[src/rtl/gpio_eirq_pkg.sv]
package gpio_eirq_pkg;
    localparam int ADDR_W = 3;

    typedef enum logic [ADDR_W-1:0] {
        A_IRQ_RISE  = 3'd0,
        A_IRQ_FALL  = 3'd1,
        A_WAKE_RISE = 3'd2,
        A_WAKE_FALL = 3'd3,
        A_PENDING   = 3'd4,
        A_CLEAR     = 3'd5
    } reg_addr_e;
endpackage

[src/rtl/gpio_eirq_edge.sv]
module gpio_eirq_edge #(
    parameter int NPIN = 32
) (
    input  logic            clk,
    input  logic            rst_n,
    input  logic [NPIN-1:0] lvl_i,
    output logic [NPIN-1:0] rise_o,
    output logic [NPIN-1:0] fall_o
);
    logic [NPIN-1:0] prev_d, prev_q;

    always_comb begin
        prev_d = lvl_i;
        rise_o = lvl_i & ~prev_q;
        fall_o = ~lvl_i & prev_q;
    end

    always_ff @(posedge clk or negedge rst_n) begin
        if (!rst_n) prev_q <= '0;
        else        prev_q <= prev_d;
    end
endmodule

[src/rtl/gpio_eirq_cfg.sv]
module gpio_eirq_cfg
    import gpio_eirq_pkg::*;
#(
    parameter int NPIN = 32
) (
    input  logic              clk,
    input  logic              rst_n,
    input  logic              we,
    input  logic [ADDR_W-1:0] addr,
    input  logic [NPIN-1:0]   wdata,
    output logic [NPIN-1:0]   irq_rise_o,
    output logic [NPIN-1:0]   irq_fall_o,
    output logic [NPIN-1:0]   wake_rise_o,
    output logic [NPIN-1:0]   wake_fall_o
);
    typedef struct packed {
        logic [NPIN-1:0] irq_rise;
        logic [NPIN-1:0] irq_fall;
        logic [NPIN-1:0] wake_rise;
        logic [NPIN-1:0] wake_fall;
    } mask_t;

    mask_t m_d, m_q;

    always_comb begin
        m_d = m_q;
        if (we) begin
            case (addr)
                A_IRQ_RISE:  m_d.irq_rise  = wdata;
                A_IRQ_FALL:  m_d.irq_fall  = wdata;
                A_WAKE_RISE: m_d.wake_rise = wdata;
                A_WAKE_FALL: m_d.wake_fall = wdata;
                default:     m_d = m_q;
            endcase
        end
    end

    always_ff @(posedge clk or negedge rst_n) begin
        if (!rst_n) m_q <= '0;
        else        m_q <= m_d;
    end

    assign irq_rise_o  = m_q.irq_rise;
    assign irq_fall_o  = m_q.irq_fall;
    assign wake_rise_o = m_q.wake_rise;
    assign wake_fall_o = m_q.wake_fall;
endmodule

[src/rtl/gpio_eirq_top.sv]
module gpio_eirq_top
    import gpio_eirq_pkg::*;
#(
    parameter int NPIN = 32
) (
    input  logic              clk,
    input  logic              rst_n,
    input  logic [NPIN-1:0]   pin_lvl_i,
    input  logic              sleep_i,
    input  logic              bus_we,
    input  logic [ADDR_W-1:0] bus_addr,
    input  logic [NPIN-1:0]   bus_wdata,
    output logic [NPIN-1:0]   bus_rdata,
    output logic              irq_o,
    output logic              wake_o
);
    typedef struct packed {
        logic [NPIN-1:0] pending;
        logic            wake;
    } state_t;

    state_t s_d, s_q;

    logic [NPIN-1:0] rise, fall;
    logic [NPIN-1:0] irq_rise_m, irq_fall_m, wake_rise_m, wake_fall_m;
    logic [NPIN-1:0] set_vec, clr_vec;
    logic [NPIN-1:0] status_q;
    logic            wake_hit;

    gpio_eirq_edge #(.NPIN(NPIN)) u_edge (
        .clk    (clk),
        .rst_n  (rst_n),
        .lvl_i  (pin_lvl_i),
        .rise_o (rise),
        .fall_o (fall)
    );

    gpio_eirq_cfg #(.NPIN(NPIN)) u_cfg (
        .clk         (clk),
        .rst_n       (rst_n),
        .we          (bus_we),
        .addr        (bus_addr),
        .wdata       (bus_wdata),
        .irq_rise_o  (irq_rise_m),
        .irq_fall_o  (irq_fall_m),
        .wake_rise_o (wake_rise_m),
        .wake_fall_o (wake_fall_m)
    );

    always_comb begin
        set_vec  = (rise & irq_rise_m) | (fall & irq_fall_m);
        clr_vec  = (bus_we && bus_addr == A_CLEAR) ? bus_wdata : '0;
        wake_hit = |((rise & wake_rise_m) | (fall & wake_fall_m));

        s_d         = s_q;
        // a set in the same cycle as its clear keeps the bit pending
        s_d.pending = (s_q.pending & ~clr_vec) | set_vec;
        s_d.wake    = sleep_i & (s_q.wake | wake_hit);
    end

    always_ff @(posedge clk or negedge rst_n) begin
        if (!rst_n) s_q <= '0;
        else        s_q <= s_d;
    end

    assign status_q = s_q.pending;

    always_comb begin
        case (bus_addr)
            A_IRQ_RISE:  bus_rdata = irq_rise_m;
            A_IRQ_FALL:  bus_rdata = irq_fall_m;
            A_WAKE_RISE: bus_rdata = wake_rise_m;
            A_WAKE_FALL: bus_rdata = wake_fall_m;
            A_PENDING:   bus_rdata = s_q.pending;
            default:     bus_rdata = '0;
        endcase
    end

    assign irq_o  = |s_q.pending;
    assign wake_o = s_q.wake;
endmodule

[config.mk]
export PLATFORM = sky130hd
export DESIGN_NAME = gpio_eirq_top
export DESIGN_NICKNAME = d
export VERILOG_FILES = /design/src/rtl/gpio_eirq_pkg.sv /design/src/rtl/gpio_eirq_edge.sv /design/src/rtl/gpio_eirq_cfg.sv /design/src/rtl/gpio_eirq_top.sv
export SDC_FILE = /design/constraint.sdc
export NUM_CORES = 1
export LEC_CHECK = 0
export CAP_MARGIN = 20
export CORE_MARGIN = 1
export CORE_UTILIZATION = 35
export CTS_CLUSTER_SIZE = 24
export DETAILED_ROUTE_END_ITERATION = 8
export PLACE_DENSITY = 0.51
export SLEW_MARGIN = 20
export SYNTH_ARGS = -nofsm -noshare
export SYNTH_HDL_FRONTEND = slang
export SYNTH_HIERARCHICAL = 1
export SYNTH_SLANG_ARGS = --single-unit
[constraint.sdc]
create_clock -name clk -period 2 [get_ports clk]
set_input_delay 0.3 -clock clk [delete_from_list [all_inputs] [get_ports clk]]
set_output_delay 0.3 -clock clk [all_outputs]
set_load 0.02 [all_outputs]
==> impl_metrics.tcl <==
set metrics [dict create \
    slew_viol_final 0 \
    ant_nets 0 \
    gp_congestion 0.839 \
    post_drt_wl_per_cell_um 23.8 \
    synth_area_mm2 0.00918 \
    routed_wirelength_um 29900 \
    violations "setup timing" \
    cp.required_ns 1.70 \
    regArea_mm2 0.00483 \
    post_dp_cell_area_mm2 0.0114 \
    yosys_warnings 6 \
    vias_per_cell 5.56 \
    vias 6968 \
    drv_cap 0 \
    max_slew_margin_pct 65.4 \
    max_freq_mhz 449 \
    period_share_pct 111 \
    intPower_mw 7.86 \
    ys_seq_area_share_pct 52.6 \
    cts_max_level 4 \
    diodes 0 \
    drtPass1Iterations 8 \
    cp-start-kind "flop" \
    hold_class "input pin to flop" \
    status "finished with violations" \
    multiInputGateArea_mm2 0.00409 \
    grt_antenna_before_repair 0 \
    ir_drop_uv 511 \
    cellLeakagePower_nw 5.12 \
    layout-drive-gt1-share_pct 44.5 \
    clkPwrFrac_pct 31.3 \
    io_pins 105 \
    worst-path-buf-inv 2 \
    min_period_ns 2.23 \
    grt.overflow.total 0 \
    arrival_ns 1.93 \
    path_delay_family "simple AND/OR/NAND/NOR gates" \
    setup.worst_path.class "flop to output port" \
    rsz0062_at_grt "yes" \
    areaGrowthSynthToFinish_pct 30.8 \
    grt_start_max_net_pins 57 \
    cts_max_path_buffers 2 \
    p_comb_share_pct 22.3 \
    port_buffers 104 \
    setup_ws_ns -0.226 \
    finalSetupViolations 1 \
    first_iter_violations 764 \
    synthDistinctLibCells 33 \
    fin_area_mm2 0.0120 \
    syn_inst 715 \
    cts.sinks 193 \
    cp_max_fo 2 \
    clock_skew_ns 0.0133 \
    worstSetupEndpointType "output port" \
    core_area_mm2 0.0255 \
    synth_fp_nets 786 \
    finalSetupTns_ns -0.226 \
    n_fill_cell 2263 \
    fp.dieH_um 164 \
    insertion_delay_ns 0.44 \
    die_w_um 164 \
    seq_power_share_pct 46.3 \
    grtUsageTotal_pct 23.3 \
    avgSynthCellArea_um2 12.8 \
    grt_pass1_vias 7464 \
    crit_path_cell_trace "nor4_4, buf_4, nand4_1, or2_4, buf_6" \
    slowest_delay_ns 0.42 \
    p_sw_mw 3.35 \
    worstMarginPinSlew_ns 0.519 \
    clkTransAtPathRegs_ns 0.07 \
    drc_errors 0 \
    holdWs_ns 0.342 \
    switching_share_pct 29.9 \
    grt_pass1_wl_um 45700 \
    nets 981 \
    hold_violations 0 \
    power.density_mw_per_mm2 933 \
    synth_seq_cells 193 \
    cts_root_buffer "clkbuf_16" \
    hpwl_um 22000 \
    final_cell_mix "dfrtp_1 (192), mux2_2 (149), buf_4 (96)" \
    die_area_mm2 0.0269 \
    cts_buffers 17 \
    slowest_stage "dfrtp_1" \
    start_util_pct 36.0 \
    rows 58 \
    final_common_cell "dfrtp_1" \
    tritoncts "done" \
]
[cell usage after synthesis]
| cell type | number | area share (%) |
|---|---|---|
| inv_1 | 32 | 1.3 |
| nand4b_1 | 1 | 0.095 |
| mux2_1 | 10 | 1.2 |
| o22ai_1 | 32 | 2.2 |
| nand2_1 | 32 | 1.3 |
| nor2b_1 | 2 | 0.14 |
| mux2i_1 | 1 | 0.11 |
| buf_1 | 3 | 0.12 |
| buf_2 | 8 | 0.44 |
| a21oi_1 | 2 | 0.11 |
| mux2_2 | 149 | 18 |
| nand4_1 | 7 | 0.48 |
| and3b_1 | 1 | 0.095 |
| buf_4 | 3 | 0.25 |
| nor4b_4 | 1 | 0.26 |
| nor4_1 | 9 | 0.61 |
| a22o_1 | 6 | 0.57 |
| a21boi_1 | 1 | 0.082 |
| and2b_1 | 1 | 0.082 |
| and3_1 | 1 | 0.068 |
| nor4bb_1 | 2 | 0.22 |
| a221oi_1 | 6 | 0.57 |
| nand3_1 | 2 | 0.11 |
| nor3_1 | 1 | 0.054 |
| dfrtp_1 | 193 | 53 |
| and2b_2 | 64 | 6.1 |
| buf_6 | 12 | 1.5 |
| a31oi_1 | 1 | 0.068 |
| nor2_1 | 2 | 0.082 |
| a22oi_1 | 80 | 6.5 |
| or2_2 | 1 | 0.068 |
| clkbuf_1 | 16 | 0.65 |
| a222oi_1 | 33 | 3.6 |
[power groups by stage]
| stage | sequential [mW] | combinational (mW) | clock (mW) |
|---|---|---|---|
| after floorplan | 5.03 | 1.39 | 0 |
| after global routing | 5.28 | 2.70 | 3.77 |
| final | 5.19 | 2.50 | 3.51 |
| after detailed placement | 5.24 | 2.53 | 0 |
| after CTS | 5.18 | 2.50 | 3.59 |
| after global placement | 5.21 | 2.48 | 0 |
[through the flow]
| step | std cells | util, % | setup WS (ns) | total power [mW] |
|---|---|---|---|---|
| after CTS | 1249 | 47.4 | -0.260 | 11.3 |
| final | 1253 | 47.1 | -0.226 | 11.2 |
| after global routing | 1253 | 47.1 | -0.312 | 11.8 |
| after global placement | 1215 | 44.8 | -0.525 | 7.69 |
| after floorplan | 715 | - | 0.269 | 6.42 |
| after detailed placement | 1215 | 44.8 | -0.551 | 7.77 |
[worst reg2reg max path: cells and delay by family (launching register included)]
family / cells / cell delay, ns
DFF: 1 / 0.35
and+or+nand+nor: 3 / 0.75
AOI/OAI and AO/OA: 3 / 0.69
[repair_timing]
item,4_1_cts,5_1_grt
resized for setup,96,37
setup buffers,1,4
pin swaps,1,0
setup endpoints to repair,34,30
hold buffers,1,0
endpoints found under the hold margin,50,0
[cells by family (layout without fill, tap and decap cells)]
family                 after synthesis  count (layout)  share of synthesized area (%)
flip-flops                         193             193                           52.6
AO/OA/AOI/OAI                      161             161                           13.7
multiplexers                       160             160                           19.6
AND/OR/NAND/NOR                    127             127                           9.78
buffers and inverters               74             282                           4.24
[sequential cells by signal, summed over array words and instances (netlist names)]
| register | cells |
|---|---|
| u_cfg/wake_rise_o | 32 |
| u_cfg/irq_rise_o | 32 |
| u_cfg/irq_fall_o | 32 |
| u_edge/prev_q | 32 |
| status_q | 32 |
| u_cfg/wake_fall_o | 32 |
| wake_o | 1 |
[final cells by class]
type	count	area share, %
inverter	32	1.00
clock buffer	17	3.54
tap	330	3.44
sequential	193	40.2
clock inverter	15	1.45
multi-input combinational	448	34.1
timing repair buffer	218	16.3
[worst paths after layout]
check | start | slack (ns) | depth (start not counted) | end
max | status_q[16] | -0.23 | 5 | irq_o
min | pin_lvl_i[6] | 0.34 | 1 | u_edge/prev_q[6]
max reg2reg | u_edge/prev_q[23] | 0.09 | 6 | wake_o
min reg2reg | u_cfg/irq_fall_o[26] | 0.53 | 1 | u_cfg/irq_fall_o[26]
max in group asynchronous | rst_n | 0.93 | 3 | status_q[1]
min in group asynchronous | rst_n | 0.40 | 2 | u_edge/prev_q[20]
[routing by layer]
metal	wire, µm	global-route usage [%]	vias up
met2	14100	37.3	235
met1	13400	31.3	3579
met4	890	8.63	0
met5	0	0	-
li1	-	-	3110
met3	1560	4.44	44
Note: power is estimated with default switching activity, not from simulation.
